--- src/rtl/ee_pkg.sv ---
package ee_pkg;
  localparam int          WORD_W   = 16;
  localparam int          ADDR_W   = 8;
  localparam int          SADDR_W  = 6;
  localparam int          OP_W     = 3;
  localparam int          CMD_W    = OP_W + ADDR_W;
  localparam int          BIT_W    = $clog2(WORD_W);
  localparam logic [OP_W-1:0]   READ_OP  = 3'b110;
  localparam logic [WORD_W-1:0] SIG_WORD = 16'h8129;
  localparam logic [ADDR_W-1:0] MAC_BASE = 8'd7;
  localparam int          MAC_WORDS = 3;
  localparam int          MAC_W    = MAC_WORDS * WORD_W;

  typedef enum logic [1:0] {ENG_IDLE, ENG_CMD, ENG_DAT, ENG_GAP} eng_state_e;
  typedef enum logic [2:0] {B_SIG_REQ, B_SIG_WAIT, B_W_REQ, B_W_WAIT, B_CHECK, B_END} boot_state_e;
endpackage

--- src/rtl/ee_tick_gen.sv ---
module ee_tick_gen #(
  parameter int DIV_W = 8
) (
  input  logic             clk_i,
  input  logic             rst_ni,
  input  logic             restart_i,
  input  logic [DIV_W-1:0] half_i,
  output logic             tick_o
);
  localparam logic [DIV_W-1:0] MIN_HALF = DIV_W'(2);

  logic [DIV_W-1:0] eff, cnt_q;

  assign eff = (half_i < MIN_HALF) ? MIN_HALF : half_i;

  always_ff @(posedge clk_i or negedge rst_ni) begin
    if (!rst_ni)                        cnt_q <= '0;
    else if (restart_i || cnt_q == '0)  cnt_q <= eff - DIV_W'(1);
    else                                cnt_q <= cnt_q - DIV_W'(1);
  end

  assign tick_o = (cnt_q == '0) && !restart_i;
endmodule

--- src/rtl/ee_mw_engine.sv ---
module ee_mw_engine
  import ee_pkg::*;
(
  input  logic              clk_i,
  input  logic              rst_ni,
  input  logic              req_i,
  input  logic [ADDR_W-1:0] addr_i,
  input  logic              big_i,
  input  logic              tick_i,
  input  logic              do_i,
  output logic              restart_o,
  output logic              busy_o,
  output logic              done_o,
  output logic [WORD_W-1:0] word_o,
  output logic              cs_o,
  output logic              sk_o,
  output logic              di_o
);
  eng_state_e        st_q;
  logic              ph_q;
  logic [BIT_W-1:0]  bit_q;
  logic [CMD_W-1:0]  cmd_q;
  logic [WORD_W-1:0] shf_q;
  logic              cs_q, sk_q, di_q, done_q;

  assign restart_o = (st_q == ENG_IDLE) && req_i;

  always_ff @(posedge clk_i or negedge rst_ni) begin
    if (!rst_ni) begin
      st_q   <= ENG_IDLE;
      ph_q   <= 1'b0;
      bit_q  <= '0;
      cmd_q  <= '0;
      shf_q  <= '0;
      cs_q   <= 1'b0;
      sk_q   <= 1'b0;
      di_q   <= 1'b0;
      done_q <= 1'b0;
    end else begin
      done_q <= 1'b0;
      unique case (st_q)
        ENG_IDLE: if (req_i) begin
          // short device: left-align 9-bit command in the 11-bit shifter
          cmd_q <= big_i ? {READ_OP, addr_i} : {READ_OP, addr_i[SADDR_W-1:0], 2'b00};
          bit_q <= big_i ? BIT_W'(CMD_W - 1) : BIT_W'(OP_W + SADDR_W - 1);
          cs_q  <= 1'b1;
          sk_q  <= 1'b0;
          di_q  <= READ_OP[OP_W-1];
          ph_q  <= 1'b0;
          st_q  <= ENG_CMD;
        end
        ENG_CMD: if (tick_i) begin
          if (!ph_q) begin
            sk_q <= 1'b1;
            ph_q <= 1'b1;
          end else begin
            sk_q <= 1'b0;
            ph_q <= 1'b0;
            if (bit_q == '0) begin
              st_q  <= ENG_DAT;
              bit_q <= BIT_W'(WORD_W - 1);
              di_q  <= 1'b0;
            end else begin
              bit_q <= bit_q - BIT_W'(1);
              cmd_q <= {cmd_q[CMD_W-2:0], 1'b0};
              di_q  <= cmd_q[CMD_W-2];
            end
          end
        end
        ENG_DAT: if (tick_i) begin
          if (!ph_q) begin
            sk_q <= 1'b1;
            ph_q <= 1'b1;
          end else begin
            sk_q  <= 1'b0;
            ph_q  <= 1'b0;
            shf_q <= {shf_q[WORD_W-2:0], do_i};
            if (bit_q == '0) begin
              st_q <= ENG_GAP;
              cs_q <= 1'b0;
            end else begin
              bit_q <= bit_q - BIT_W'(1);
            end
          end
        end
        ENG_GAP: if (tick_i) begin
          st_q   <= ENG_IDLE;
          done_q <= 1'b1;
        end
        default: st_q <= ENG_IDLE;
      endcase
    end
  end

  assign busy_o = (st_q != ENG_IDLE);
  assign done_o = done_q;
  assign word_o = shf_q;
  assign cs_o   = cs_q;
  assign sk_o   = sk_q;
  assign di_o   = di_q;
endmodule

--- src/rtl/ee_boot_seq.sv ---
module ee_boot_seq
  import ee_pkg::*;
(
  input  logic              clk_i,
  input  logic              rst_ni,
  input  logic              done_i,
  input  logic [WORD_W-1:0] word_i,
  output logic              req_o,
  output logic [ADDR_W-1:0] addr_o,
  output logic              active_o,
  output logic              sig_miss_o,
  output logic              addr_bad_o,
  output logic [MAC_W-1:0]  station_o,
  output logic              station_vld_o
);
  localparam int IDX_W = $clog2(MAC_WORDS);

  boot_state_e      st_q;
  logic [IDX_W-1:0] idx_q;
  logic [MAC_W-1:0] buf_q, station_q;
  logic             miss_q, bad_q, vld_q;

  always_ff @(posedge clk_i or negedge rst_ni) begin
    if (!rst_ni) begin
      st_q      <= B_SIG_REQ;
      idx_q     <= '0;
      buf_q     <= '0;
      station_q <= '0;
      miss_q    <= 1'b0;
      bad_q     <= 1'b0;
      vld_q     <= 1'b0;
    end else begin
      unique case (st_q)
        B_SIG_REQ: st_q <= B_SIG_WAIT;
        B_SIG_WAIT: if (done_i) begin
          if (word_i == SIG_WORD) begin
            idx_q <= '0;
            st_q  <= B_W_REQ;
          end else begin
            miss_q <= 1'b1;
            st_q   <= B_END;
          end
        end
        B_W_REQ: st_q <= B_W_WAIT;
        B_W_WAIT: if (done_i) begin
          for (int k = 0; k < MAC_WORDS; k++)
            if (idx_q == IDX_W'(k)) buf_q[k*WORD_W +: WORD_W] <= word_i;
          if (idx_q == IDX_W'(MAC_WORDS - 1)) st_q <= B_CHECK;
          else begin
            idx_q <= idx_q + IDX_W'(1);
            st_q  <= B_W_REQ;
          end
        end
        B_CHECK: begin
          if (!buf_q[0] && buf_q != '0) begin
            station_q <= buf_q;
            vld_q     <= 1'b1;
          end else begin
            bad_q <= 1'b1;
          end
          st_q <= B_END;
        end
        B_END:   st_q <= B_END;
        default: st_q <= B_END;
      endcase
    end
  end

  assign req_o         = (st_q == B_SIG_REQ) || (st_q == B_W_REQ);
  assign addr_o        = (st_q == B_SIG_REQ) ? '0 : MAC_BASE + ADDR_W'(idx_q);
  assign active_o      = (st_q != B_END);
  assign sig_miss_o    = miss_q;
  assign addr_bad_o    = bad_q;
  assign station_o     = station_q;
  assign station_vld_o = vld_q;
endmodule

--- src/rtl/ee_word_fetch.sv ---
module ee_word_fetch
  import ee_pkg::*;
#(
  parameter int DIV_W = 8
) (
  input  logic              clk_i,
  input  logic              rst_ni,
  input  logic [DIV_W-1:0]  half_div_i,
  input  logic              big_dev_i,
  input  logic              start_i,
  input  logic [ADDR_W-1:0] addr_i,
  output logic              busy_o,
  output logic              done_o,
  output logic [WORD_W-1:0] data_o,
  output logic              cs_o,
  output logic              sk_o,
  output logic              di_o,
  input  logic              do_i,
  output logic              sig_miss_o,
  output logic              addr_bad_o,
  output logic [MAC_W-1:0]  station_o,
  output logic              station_vld_o
);
  logic              tick, restart, eng_busy, eng_req, eng_done;
  logic              boot_req, boot_active;
  logic [ADDR_W-1:0] boot_addr, eng_addr;
  logic [WORD_W-1:0] eng_word;

  assign eng_req  = boot_active ? boot_req  : start_i;
  assign eng_addr = boot_active ? boot_addr : addr_i;

  ee_tick_gen #(.DIV_W(DIV_W)) i_tick (
    .clk_i, .rst_ni, .restart_i(restart), .half_i(half_div_i), .tick_o(tick)
  );

  ee_mw_engine i_eng (
    .clk_i, .rst_ni, .req_i(eng_req), .addr_i(eng_addr), .big_i(big_dev_i),
    .tick_i(tick), .do_i, .restart_o(restart), .busy_o(eng_busy),
    .done_o(eng_done), .word_o(eng_word), .cs_o, .sk_o, .di_o
  );

  ee_boot_seq i_boot (
    .clk_i, .rst_ni, .done_i(eng_done), .word_i(eng_word), .req_o(boot_req),
    .addr_o(boot_addr), .active_o(boot_active), .sig_miss_o, .addr_bad_o,
    .station_o, .station_vld_o
  );

  assign busy_o = eng_busy | boot_active;
  assign done_o = eng_done;
  assign data_o = eng_word;
endmodule

--- config.mk ---
export PLATFORM = sky130hd
export DESIGN_NAME = ee_word_fetch
export DESIGN_NICKNAME = d
export VERILOG_FILES = /design/src/rtl/ee_pkg.sv /design/src/rtl/ee_tick_gen.sv /design/src/rtl/ee_mw_engine.sv /design/src/rtl/ee_boot_seq.sv /design/src/rtl/ee_word_fetch.sv
export SDC_FILE = /design/constraint.sdc
export NUM_CORES = 1
export LEC_CHECK = 0
export CAP_MARGIN = 20
export CELL_PAD_IN_SITES_DETAIL_PLACEMENT = 1
export CELL_PAD_IN_SITES_GLOBAL_PLACEMENT = 2
export CORE_AREA = 2 2 129 131
export CTS_BUF_LIST = sky130_fd_sc_hd__clkbuf_8
export CTS_CLUSTER_SIZE = 8
export DETAILED_ROUTE_END_ITERATION = 10
export DIE_AREA = 0 0 131 133
export PLACE_DENSITY_LB_ADDON = 0.25
export SYNTH_ARGS = -nofsm -noshare
export SYNTH_HDL_FRONTEND = slang
export SYNTH_SLANG_ARGS = --single-unit
--- constraint.sdc ---
create_clock -name clk_i -period 8.65 [get_ports clk_i]
set_input_delay 1.2975 -clock clk_i [delete_from_list [all_inputs] [get_ports clk_i]]
set_output_delay 1.2975 -clock clk_i [all_outputs]
set_load 0.01 [all_outputs]
Yosys cells after proc, flatten, opt, wreduce, memory -nomap -nowiden:

Index checks and enable logic that the tools add are counted.

* memories kept: 0
* bits in writable memories: 0
* flip-flop bits (word level): 148
* word-level logic and storage cells: 142
* bits of input ports: 21
* output and inout port bits: 72
* bits in latches: 0
* memory bits (read-only): 0

* divide/modulo/power cells: 0
* reductions and logical operators: 35
* bitwise operators: 3
* $mul: 0
* add/subtract/negate cells: 5
* mux-type cells: 54
* magnitude comparators: 1
* shift operators: 0
* equality and inequality tests: 26

Operators with widths (count)
* nonzero test 48 bit: 1
* 2-to-1 mux 10 bit: 4
* 2-to-1 mux 8 bit: 5
* 2-to-1 mux 4 bit: 7
* 2-to-1 mux 2 bit: 13
* inequality test 2 x 1 -> 1 bit (second input constant): 10
* one-hot mux 10 bit (2 select lines): 1
* AND reduction 3 bit: 6
* == test 16 bit (second input constant): 1
* subtractor 8 x 1 -> 8 bit (second input constant): 2
* AND reduction 5 bit: 3
* 2-to-1 mux 1 bit: 13
* 2-to-1 mux 3 bit: 4
* one-hot mux 3 bit (4 select lines): 1
* one-hot mux 4 bit (3 select lines): 1
* inequality test 2 bit (second input constant): 5
* nonzero test 2 bit: 5
* logical NOT 8 bit: 1
* < comparator 8 x 2 -> 1 bit (second input constant): 1
* one-hot mux 2 bit (4 select lines): 1
* AND reduction 8 bit: 1
* AND reduction 7 bit: 1
* == test 2 bit (second input constant): 3
* == test 3 x 2 -> 1 bit (second input constant): 2
* 21 further kinds: 32

Depth between registers and ports, before layout:

Gate-level depths: netlist (run 1).

* depth in word-level cells: 8
* mapped depth: 14

Cells and area by module:

From an unflattened synthesis (run 1), not the netlist that was laid out.

* cell total of the unflattened synthesis: 505
* area, all modules: 6731.5 um2

Modules (own cells, without submodules)
* ee_boot_seq: cells each 277, area each 4197.8 um2, instances 1
* ee_mw_engine: cells each 160, area each 1838.0 um2, instances 1
* ee_tick_gen: cells each 57, area each 543.0 um2, instances 1
* ee_word_fetch: cells each 11, area each 152.6 um2, instances 1

Worst setup path after synthesis (run 1):

No wires, ideal clock.

* kind: input -> register
* from: input port half_div_i[4]
* to: register i_tick.cnt_q[4]
* library setup time: 0.136 ns
* cell stages on the path: 10
* path buffers: 0
* path slack: 4.939 ns
* arrival time: 3.576 ns
* path through: or3_1 -> or3_1 -> or2_2 -> o211a_1 -> a21oi_1 -> ha_1 -> inv_1 -> a2111oi_0 -> xnor2_1 -> mux2i_1

* word-level cells in the longest chain between the ends: 4

Ends and longest elaborated chain
* start, declared: RTL line ee_word_fetch.sv:8 `input logic [DIV_W-1:0] half_div_i,`
* < comparator 8 x 2 -> 1 bit: RTL line ee_tick_gen.sv:14 `assign eff = (half_i < MIN_HALF) ? MIN_HALF : half_i;`
* 2-to-1 mux 8 bit *: RTL line ee_tick_gen.sv:14
* subtractor 8 x 1 -> 8 bit *: RTL line ee_tick_gen.sv:18 `else if (restart_i || cnt_q == '0) cnt_q <= eff - DIV_W'(1);`
* 2-to-1 mux 8 bit *: RTL line ee_tick_gen.sv:18
* end signal, assigned: RTL line ee_tick_gen.sv:18
* end signal, assigned: RTL line ee_tick_gen.sv:19 `else cnt_q <= cnt_q - DIV_W'(1);`
* end, declared: RTL line ee_tick_gen.sv:12 `logic [DIV_W-1:0] eff, cnt_q;`

Mark *: on every way between the ends. The rest lies on a longest branch, timed or not.
A chain may end at the register's enable or synchronous reset.

Worst setup path in the final report (run 1):

* from: input port start_i
* to: register i_tick.cnt_q[4]

* word-level cells in the longest chain between the ends: 4

Ends and longest elaborated chain
* start, declared: RTL line ee_word_fetch.sv:10 `input logic start_i,`
* 2-to-1 mux 1 bit: RTL line ee_word_fetch.sv:29 `assign eng_req = boot_active ? boot_req : start_i;`
* logical AND 1 bit: RTL line ee_mw_engine.sv:26 `assign restart_o = (st_q == ENG_IDLE) && req_i;`
* logical OR 1 bit: RTL line ee_tick_gen.sv:18
* 2-to-1 mux 8 bit: RTL line ee_tick_gen.sv:18

Every way passes these cells.

==> summary.txt, run 1 <==
Status
  – Status: completed

STA
  – Slew @ Worst Pin: just under 0.9 ns
  – Endpoints failing hold: 0
  – Setup-failing EPs final: 0
  – Fmax achieved: approximately 240 MHz
  – Final Cycle Share: around half
  – RSZ-0062 raised after global routing: false
  – Final Worst Setup Slack: ~4.5 ns
  – Pins Over Slew Limit: 0
  – Min Clock Period, post-route: about 4.2 ns
  – Clock skew: roughly 0.011 ns
  – Slew HR: roughly two fifths
  – Fin Setup TNS: 0 ns

Worst setup path
  – Max stage delay cell, worst path: a2111oi_0
  – CP delay by family, top: compound AO/OA/AOI/OAI gates
  – Worst path bufs/invs: 2
  – Worst Path Arrival: between 4 and 5 ns
  – Crit path required time: around 9 ns
  – Reg2reg start: i_boot.st_q[1]$_DFFE_PN0P_
  – Setup Crit Path Kind: input port to flip-flop
  – CP Capture Type: flip-flop
  – Critical Path Start: start_i
  – Critical Path, Cell by Cell: clkdlybuf4s50_1 -> and4b_1 -> o21ai_2 -> o21ai_0 -> o211a_1 -> a21oi_1 -> ha_1 -> inv_1 -> a2111oi_0 -> xnor2_1 -> mux2i_1
  – Critical Path Fanout Max: 13
  – CP max stage delay: roughly 0.6 ns
  – Crit path launch type: input port

Logic synthesis
  – Dominant cell type by area after synthesis: dfrtp_1
  – Synth warn: 0
  – Synth top area share: approximately 56%
  – Syn_nets: between 500 and 600
  – Most instantiated cells after synthesis: 148 x dfrtp_1, 111 x mux2_2, 22 x a21oi_1
  – Synthesized flop and latch total: roughly 150
  – Synthesized instance count: just over 500
  – Top-count cell post-synth: dfrtp_1
  – Syn_area_per_cell: roughly 13 um2
  – Predominant post-synthesis flop cell: dfrtp_1
  – Fraction of registers with async set/reset: 100%
  – Main area contributors after synthesis: dfrtp_1 56%, mux2_2 19%, ha_1 2.1%
  – Sequential area share after synthesis: a little under three fifths
  – Post-synth EDFFs: 0
  – Mapped Area: between 0.006 and 0.007 mm2
  – Yosys cell types: 59

Clocking
  – Clock Latency Late Sink: 0.45 ns
  – Clock Path Buffers: 2
  – Clk pin slew, worst setup/hold paths: roughly 0.080 ns
  – H-tree depth: 4
  – Hold buffer count at CTS: 0
  – Post-CTS Resized: 0
  – Clock sink count: between 100 and 150
  – Total CTS buffers: 17
  – Setup bufs post-CTS: 0
  – CTS Root Cell: clkbuf_8
  – CTS tree: done

Die
  – FP Rows: 47
  – Starting Density: 40.6%
  – Die area: between 0.015 and 0.02 mm2
  – Die height: roughly 130 um
  – Die Width: approximately 130 um
  – Core area: 0.0162 mm2
  – I/O pin cnt: slightly above 90

Cells and area
  – Layout Cells excl Fill: roughly 840
  – Ant diodes: 0
  – Final Net Count: ~640
  – Area Growth Syn to Fin: 23.5%
  – Layout cells sized above 1: 25.9%
  – Fin util: 50.2%
  – Post-Layout Inst Area: approximately 0.0081 mm2

Placement
  – Placed cells: between 800 and 900
  – IO buf count: a little over 90
  – Dpl ws: about 4.0 ns
  – Final Wtd Congestion: slightly above 0.8
  – DP HPWL: 11,300 um
  – Placed Area: slightly below 0.008 mm2

Drt
  – Vias/cell: 5.35
  – Routed WL: 15,900 um
  – DRC Markers: 0
  – Post-DR wirelength/cell: 18.9 um
  – Total number of vias: 4,483
  – 1st-iter DRT viols: 221
  – Post-route ant nets: 0
  – DRT Pass-1 Iters: 4

Global route
  – First-pass GRT wire length: about 27,000 um
  – Initial antenna violation count: 0
  – Global route total overflow: 0
  – Vias in the first global route: ~4,900
  – Largest net degree at the start of global routing: between 90 and 100
  – Total GRT Usage: between 15 and 20%

Power
  – Power Dens Cells: 177 mW/mm2
  – Worst vdd ir: about 0.089 mV
  – Static Leak: 3.78 nW

Worst hold path
  – Hold wc startpoint: i_boot.station_vld_o$_DFFE_PN0P_
  – Hold WC Path Type: flip-flop to flip-flop

Run
  – Max-Cap Viols: 0
cells by family after synthesis:
kind of cell	after synthesis	synth area share, %
AOI/OAI and AO/OA	85	8.28
DFF	148	56.4
muxes	119	20.4
buffers and inverters	37	2.44
adders and majority gates	11	2.09
xor gates and xnor gates	9	1.20
and+or+nand+nor	104	9.23
path summary, 6_finish.rpt:
kind,depth (start not counted),slack [ns],to
setup / recovery,11,4.45,i_tick.cnt_q[4]$_DFF_PN0_
hold / removal,1,0.47,i_boot.station_vld_o$_DFFE_PN0P_
setup reg to reg,10,5.07,i_tick.cnt_q[4]$_DFF_PN0_
hold reg to reg,1,0.47,i_boot.station_vld_o$_DFFE_PN0P_
max in group asynchronous,2,6.50,i_boot.buf_q[11]$_DFFE_PN0P_
min in group asynchronous,1,0.93,i_boot.station_o[33]$_DFFE_PN0P_
state kept, by name (all words and copies together) (netlist names):
signal	flops
i_eng.word_o	16
i_eng.done_o	1
i_eng.bit_q	4
i_boot.sig_miss_o	1
i_boot.addr_bad_o	1
i_boot.buf_q	48
i_eng.st_q	2
i_eng.cs_o	1
i_eng.di_o	1
i_boot.st_q	3
i_eng.ph_q	1
i_boot.station_o	48
i_boot.station_vld_o	1
i_boot.idx_q	2
i_tick.cnt_q	8
i_eng.cmd_q	10
power breakdown:
part	internal [mW]	switching, mW
clock	0.296	0.276
sequential	0.718	0.0282
combinational	0.0542	0.0608
layer usage:
metal	up-vias	wire [um]	track usage, %
li1	2063	-	-
met1	2324	7310	26.8
met2	77	7780	31.6
met3	19	564	4.89
met4	0	231	5.67
met5	-	0	0
placed cells by master (no fill, tap or decap), types with 6 or more instances in the layout:
| cell type | n |
|---|---|
| dfrtp_1 | 148 |
| nor4_1 | 15 |
| ha_1 | 11 |
| inv_1 | 16 |
| a21oi_1 | 22 |
| mux2_2 | 111 |
| nor3_1 | 8 |
| clkbuf_8 | 18 |
| nand2_1 | 21 |
| clkdlybuf4s50_1 | 91 |
| mux2i_1 | 6 |
| nor2_1 | 14 |
| xnor2_1 | 8 |
| o21ai_0 | 21 |
layout make-up:
type	count	area [um2]
clock buffer	18	248
sequential	148	3700
fill	1666	8060
tap	220	275
clock inverter	14	178
timing repair buffer	95	945
inverter	15	56.3
multi-input combinational	328	2710
stage by stage:
step / hold slack (ns) / total power, mW
floorplan: 0.445 / 0.823
finish: 0.474 / 1.43
global placement: 0.451 / 0.867
global route: 0.510 / 1.50
detailed placement: 0.460 / 0.876
CTS: 0.485 / 1.45
Power figures use the tool's default switching activity.
==> run 2, diff against run 1 <==
Settings changed: CORE_AREA 2 2 129 131 to 2 2 133 135, DIE_AREA 0 0 131 133 to 0 0 135 137.
Clock period 8.65 ns to 4.1 ns, I/O delays scaled along.
==> summary.txt, run 2 (synthesis gave the netlist of run 1 again) <==
Drt
  – DRC Markers: 0 (unchanged)
  – Post-DR wirelength/cell: 19.0 um (was 18.9 um)
  – DRT Pass-1 Iters: 5 (was 4)
  – Total number of vias: 4,487 (was 4,483)
  – Vias/cell: 5.30 (was 5.35)
  – 1st-iter DRT viols: 180 (was 221)
  – Post-route ant nets: 0 (unchanged)
  – Routed WL: 16,000 um (was 15,900 um)

STA
  – Slew @ Worst Pin: 0.917 ns (was 0.870 ns)
  – Min Clock Period, post-route: 3.28 ns
  – Final Worst Setup Slack: 0.821 ns (was 4.45 ns)
  – Endpoints failing hold: 0 (unchanged)
  – Final Cycle Share: between 70% and 80%
  – Slew HR: 38.7% (was 41.9%)
  – Pins Over Slew Limit: 0 (unchanged)
  – Clock skew: 0.0133 ns (was 0.0108 ns)
  – Setup-failing EPs final: 0 (unchanged)
  – Fmax achieved: 305 MHz
  – RSZ-0062 raised after global routing: false (unchanged)
  – Fin Setup TNS: 0 ns (unchanged)

Cells and area
  – Commonest non-fill, non-tap cells in the layout: 148 x dfrtp_1, 111 x mux2_2, 91 x clkdlybuf4s50_1 (unchanged)
  – Commonest non-fill, non-tap cell in the layout: dfrtp_1 (unchanged)
  – Register Area: 0.00370 mm2 (unchanged)
  – Ant diodes: 0 (unchanged)
  – Multi-input gate area: 0.00271 mm2 (unchanged)
  – Layout cells sized above 1: 26.1% (was 25.9%)
  – Fin util: 48.1% (was 50.2%)
  – Area Growth Syn to Fin: 24.9% (was 23.5%)
  – Layout fillers: 1,757 (was 1,666)
  – Layout Cells excl Fill: 846 (was 838)
  – Final Net Count: 640 (was 637)

Worst setup path
  – Critical Path Start: half_div_i[2] (was start_i)
  – Worst Path Arrival: 3.61 ns (was 4.53 ns)
  – Crit path required time: 4.44 ns (was 8.99 ns)
  – Terminus of the critical flop-to-flop path: i_tick.cnt_q[4]$_DFF_PN0_ (unchanged)
  – FF-to-FF setup slack: 1.17 ns (was 5.07 ns)
  – Reg2reg start: i_boot.st_q[1]$_DFFE_PN0P_ (unchanged)
  – Critical Path Fanout Max: 4 (was 13)
  – Setup Crit Path Kind: input port to flip-flop (unchanged)
  – Crit path launch type: input port (unchanged)
  – Register-to-Register Path Depth: 11 (was 10)
  – CP Capture Type: flip-flop (unchanged)

Power
  – Worst vdd ir: 0.199 mV (was 0.0885 mV)
  – Power Dens Cells: 378 mW/mm2 (was 177 mW/mm2)
  – Overall Power: 3.10 mW (was 1.43 mW)
  – Static Leak: 3.84 nW (was 3.78 nW)

Die
  – Die area: 0.0185 mm2 (was 0.0174 mm2)
  – Starting Density: 38.5% (was 40.6%)
  – Core area: 0.0171 mm2 (was 0.0162 mm2)
  – Die height: 137 um (was 133 um)
  – FP Rows: 48 (was 47)
  – I/O pin cnt: 93 (unchanged)
  – Die Width: 135 um (was 131 um)

Clocking
  – Total CTS buffers: 17 (unchanged)
  – CTS tree: done (unchanged)
  – Clock Path Buffers: 2 (unchanged)
  – Clock Latency Late Sink: 0.45 ns (about the same)
  – Hold buffer count at CTS: 0 (unchanged)
  – Clock sink count: 148 (unchanged)
  – Clk pin slew, worst setup/hold paths: 0.08 ns (about the same)
  – CTS Root Cell: clkbuf_8 (unchanged)
  – H-tree depth: 4 (unchanged)
  – Setup bufs post-CTS: 0 (unchanged)
  – Post-CTS Resized: 0 (unchanged)

Worst hold path
  – Hold WC Path Type: flip-flop to flip-flop (unchanged)
  – Hold wc startpoint: i_boot.station_vld_o$_DFFE_PN0P_ (unchanged)
  – Hold endpoint: i_boot.station_vld_o$_DFFE_PN0P_ (unchanged)
  – Hold Path Depth: 1 (unchanged)

Status
  – Status: completed (unchanged)

Placement
  – IO buf count: 92 (unchanged)
  – Placed cells: 812 (was 806)
  – Dpl ws: 0.338 ns (was 4.03 ns)
  – DP HPWL: 11,000 um (was 11,300 um)
  – Final Wtd Congestion: 0.814 (was 0.813)

Global route
  – Initial antenna violation count: 0 (unchanged)
  – Global route total overflow: 0 (unchanged)
  – Total GRT Usage: 18.3% (was 19.8%)
  – Largest net degree at the start of global routing: 114 (was 95)
  – First-pass GRT wire length: 26,000 um (was 26,600 um)
  – Vias in the first global route: 4,740 (was 4,901)

Run
  – Max-Cap Viols: 0 (unchanged)
## run 2: worst max-delay path by stage
| stage | to | slack [ns] |
|---|---|---|
| 3_3_place_gp | i_tick.cnt_q[4]$_DFF_PN0_ | 0.50 |
| 5_1_grt | i_tick.cnt_q[4]$_DFF_PN0_ | 0.58 |
| 6_report | i_tick.cnt_q[4]$_DFF_PN0_ | 0.82 |
| 4_1_cts | i_tick.cnt_q[4]$_DFF_PN0_ | 0.82 |
| 3_5_place_dp | i_tick.cnt_q[4]$_DFF_PN0_ | 0.34 |
| 2_1_floorplan | i_tick.cnt_q[4]$_DFF_PN0_ | 1.07 |
## run 2: worst max-delay path, cell delays in order
cell and delay (ns):
clkdlybuf4s50_1 0.46, or3_1 0.42, or3_1 0.35, or2_2 0.30, o211a_1 0.21, a21oi_1 0.15
ha_1 0.21, inv_1 0.09, a2111oi_0 0.54, xnor2_1 0.18, mux2i_1 0.08
## run 2: report_power, final
group / leakage, nW / switching (mW) / internal, mW
clock: 0.238 / 0.559 / 0.732
combinational: 1.58 / 0.123 / 0.117
sequential: 2.01 / 0.0570 / 1.51
## run 2: routing by layer
| metal | global-route usage [%] | vias up | share of wire (%) |
|---|---|---|---|
| li1 | - | 2066 | - |
| met1 | 24.8 | 2326 | 46 |
| met2 | 29.2 | 78 | 49 |
| met3 | 3.96 | 17 | 3.4 |
| met4 | 6.71 | 0 | 1.4 |
| met5 | 0 | - | 0 |
## run 2: through the flow
| step | hold slack (ns) | area (um2) |
|---|---|---|
| 2_1_floorplan | 0.319 | 6570 |
| 3_3_place_gp | 0.452 | 7710 |
| 3_5_place_dp | 0.460 | 7710 |
| 4_1_cts | 0.350 | 8170 |
| 5_1_grt | 0.506 | 8210 |
| 6_report | 0.474 | 8210 |
## run 2: final cells by class
cell class / count / area share [%]
sequential: 148 / 45.1
multi-input combinational: 328 / 33.0
timing repair buffer: 98 / 12.2
clock buffer: 21 / 3.52
tap: 225 / 3.43
clock inverter: 11 / 2.06
inverter: 15 / 0.686
==> run 3, diff against run 2 <==
Settings changed: CORE_AREA 2 2 133 135 to 2 2 141 143, DIE_AREA 0 0 135 137 to 0 0 143 145.
Clock period 4.1 ns to 2.65 ns, I/O delays scaled along.
==> summary.txt, run 3 (synthesis gave the netlist of run 1 again) <==
Worst setup path
  – Register-to-Register Path Depth: 9 (was 11)
  – Crit path launch type: input port (unchanged)
  – Critical Path Fanout Max: 4 (unchanged)
  – Worst Path Arrival: 2.86 ns (was 3.61 ns)
  – CP Capture Type: flip-flop (unchanged)
  – Terminus of the critical flop-to-flop path: i_tick.cnt_q[4]$_DFF_PN0_ (unchanged)
  – FF-to-FF setup slack: 0.15 ns (was 1.17 ns)
  – Crit path required time: 2.98 ns (was 4.44 ns)
  – Setup Crit Path Kind: input port to flip-flop (unchanged)
  – Reg2reg start: i_tick.cnt_q[4]$_DFF_PN0_ (was i_boot.st_q[1]$_DFFE_PN0P_)

Worst hold path
  – Hold endpoint: i_tick.cnt_q[4]$_DFF_PN0_ (was i_boot.station_vld_o$_DFFE_PN0P_)
  – Hold wc startpoint: half_div_i[4] (was i_boot.station_vld_o$_DFFE_PN0P_)
  – Hold WC Path Type: input port to flip-flop (was flip-flop to flip-flop)
  – Hold Path Depth: 4 (was 1)

Global route
  – First-pass GRT wire length: 28,000 um (was 26,000 um)
  – Total GRT Usage: 17.4% (was 18.3%)
  – Largest net degree at the start of global routing: 64 (was 114)
  – Vias in the first global route: 5,114 (was 4,740)
  – Initial antenna violation count: 0 (unchanged)
  – Global route total overflow: 0 (unchanged)

Drt
  – Post-DR wirelength/cell: 18.6 um (was 19.0 um)
  – DRC Markers: 0 (unchanged)
  – 1st-iter DRT viols: 182 (was 180)
  – Post-route ant nets: 0 (unchanged)
  – Routed WL: 17,100 um (was 16,000 um)
  – Vias/cell: 4.95 (was 5.30)
  – Total number of vias: 4,565 (was 4,487)
  – DRT Pass-1 Iters: 4 (was 5)

STA
  – Final Cycle Share: around 95%
  – Slew @ Worst Pin: 0.619 ns (was 0.917 ns)
  – Fin Hold WS: 0.403 ns (was 0.474 ns)
  – Fmax achieved: approximately 400 MHz
  – Min Clock Period, post-route: between 2 and 3 ns
  – Pins Over Slew Limit: 0 (unchanged)
  – Clock skew: 0.0126 ns (was 0.0133 ns)
  – Slew HR: 58.7% (was 38.7%)
  – Setup-failing EPs final: 0 (unchanged)
  – Endpoints failing hold: 0 (unchanged)

Clocking
  – Clock Latency Late Sink: 0.45 ns (about the same)
  – Clock Path Buffers: 2 (unchanged)
  – Clock sink count: 148 (unchanged)
  – H-tree depth: 4 (unchanged)
  – Clk pin slew, worst setup/hold paths: 0.09 ns (was 0.08 ns)
  – Total CTS buffers: 17 (unchanged)
  – CTS tree: done (unchanged)
  – CTS Root Cell: clkbuf_8 (unchanged)

Cells and area
  – Layout cells sized above 1: 32.1% (was 26.1%)
  – Area Growth Syn to Fin: 30.7% (was 24.9%)
  – Final Net Count: 676 (was 640)
  – Ant diodes: 0 (unchanged)
  – Post-Layout Inst Area: 0.00859 mm2 (was 0.00821 mm2)
  – Commonest non-fill, non-tap cells in the layout: 148 x dfrtp_1, 111 x mux2_2, 88 x clkdlybuf4s50_1 (was 148 x dfrtp_1, 111 x mux2_2, 91 x clkdlybuf4s50_1)
  – Layout fillers: 2,012 (was 1,757)
  – Commonest non-fill, non-tap cell in the layout: dfrtp_1 (unchanged)

Die
  – Starting Density: 34.2% (was 38.5%)
  – Die Width: 143 um (was 135 um)
  – Core area: 0.0192 mm2 (was 0.0171 mm2)
  – Die area: 0.0207 mm2 (was 0.0185 mm2)
  – Die height: 145 um (was 137 um)
  – FP Rows: 51 (was 48)
  – I/O pin cnt: 93 (unchanged)

Placement
  – DP HPWL: 12,100 um (was 11,000 um)
  – IO buf count: 92 (unchanged)
  – Placed Area: 0.00803 mm2 (was 0.00771 mm2)
  – Final Wtd Congestion: 0.793 (was 0.814)

Status
  – Status: completed (unchanged)

Power
  – Worst vdd ir: 0.279 mV (was 0.199 mV)
  – Static Leak: 4.02 nW (was 3.84 nW)
  – Power Dens Cells: 563 mW/mm2 (was 378 mW/mm2)

Run
  – Max-Cap Viols: 0 (unchanged)
## run 3: cell types whose count changed in the layout (fill, tap and decap cells not counted), moves of 3 or more
cell	change
inv_6	+3
clkinvlp_4	+3
clkdlybuf4s50_1	-3
dlymetal6s2s_1	+3
inv_8	+3
buf_4	+36
## run 3: stage by stage
step / power [mW] / std cells / TNS (ns) / utilization [%] / setup WS, ns
after floorplan: 2.70 / 513 / 0 / - / 0.0203
after global placement: 2.89 / 884 / -0.823 / 41.8 / -0.418
after detailed placement: 2.92 / 884 / -1.11 / 41.8 / -0.524
after CTS: 4.85 / 917 / 0 / 44.3 / 0.0269
after global routing: 5.06 / 922 / -0.00443 / 44.7 / -0.00443
final: 4.83 / 922 / 0 / 44.7 / 0.129
## run 3: worst max-delay path by stage
| stage | from | endpoint |
|---|---|---|
| 6_report | half_div_i[3] | i_tick.cnt_q[4]$_DFF_PN0_ |
| 5_1_grt | i_tick.cnt_q[4]$_DFF_PN0_ | i_tick.cnt_q[4]$_DFF_PN0_ |
| 2_1_floorplan | half_div_i[4] | i_tick.cnt_q[4]$_DFF_PN0_ |
| 4_1_cts | half_div_i[4] | i_tick.cnt_q[4]$_DFF_PN0_ |
| 3_5_place_dp | half_div_i[4] | i_tick.cnt_q[6]$_DFF_PN0_ |
| 3_3_place_gp | half_div_i[4] | i_tick.cnt_q[4]$_DFF_PN0_ |
## run 3: timing repair
| item | in CTS | in global routing |
|---|---|---|
| pin swaps | 0 | 8 |
| gates resized for setup | 6 | 11 |
| buffers inserted | 0 | 5 |
| endpoints found under the setup margin | 2 | 2 |
| endpoints found under the hold margin | 59 | 0 |
| hold buffers | 1 | 0 |
| gates cloned | 0 | 0 |
## run 3: metal layers
metal,vias up,wire (um),global-route usage (%)
met5,-,0,0
met4,0,158,4.60
met3,11,601,4.03
met2,68,8550,28.6
met1,2357,7810,23.1
li1,2129,-,-
## run 3: power breakdown
group	total, mW	internal [mW]	switching, mW
sequential	2.42	2.34	0.0778
combinational	0.531	0.264	0.266
clock	1.88	0.924	0.958
## run 3: cell type report
type | instances | area (um2) | area share [%]
flip-flops and latches | 148 | 3700 | 43.1
multi-input cells | 328 | 2800 | 32.6
repair buffers | 134 | 1270 | 14.8
well taps | 265 | 332 | 3.86
clock buffers | 19 | 262 | 3.05
clock inverters | 13 | 161 | 1.88
inverters | 15 | 60.1 | 0.699
## run 3: worst max-delay path, stage by stage
cell            delay (ns)
dlymetal6s2s_1        0.13
or3_4                 0.39
or3_4                 0.37
or2_4                 0.23
o211a_1               0.24
a21oi_2               0.14
ha_2                  0.23
clkinvlp_4            0.16
a2111oi_4             0.31
xnor2_1               0.16
mux2i_1               0.10
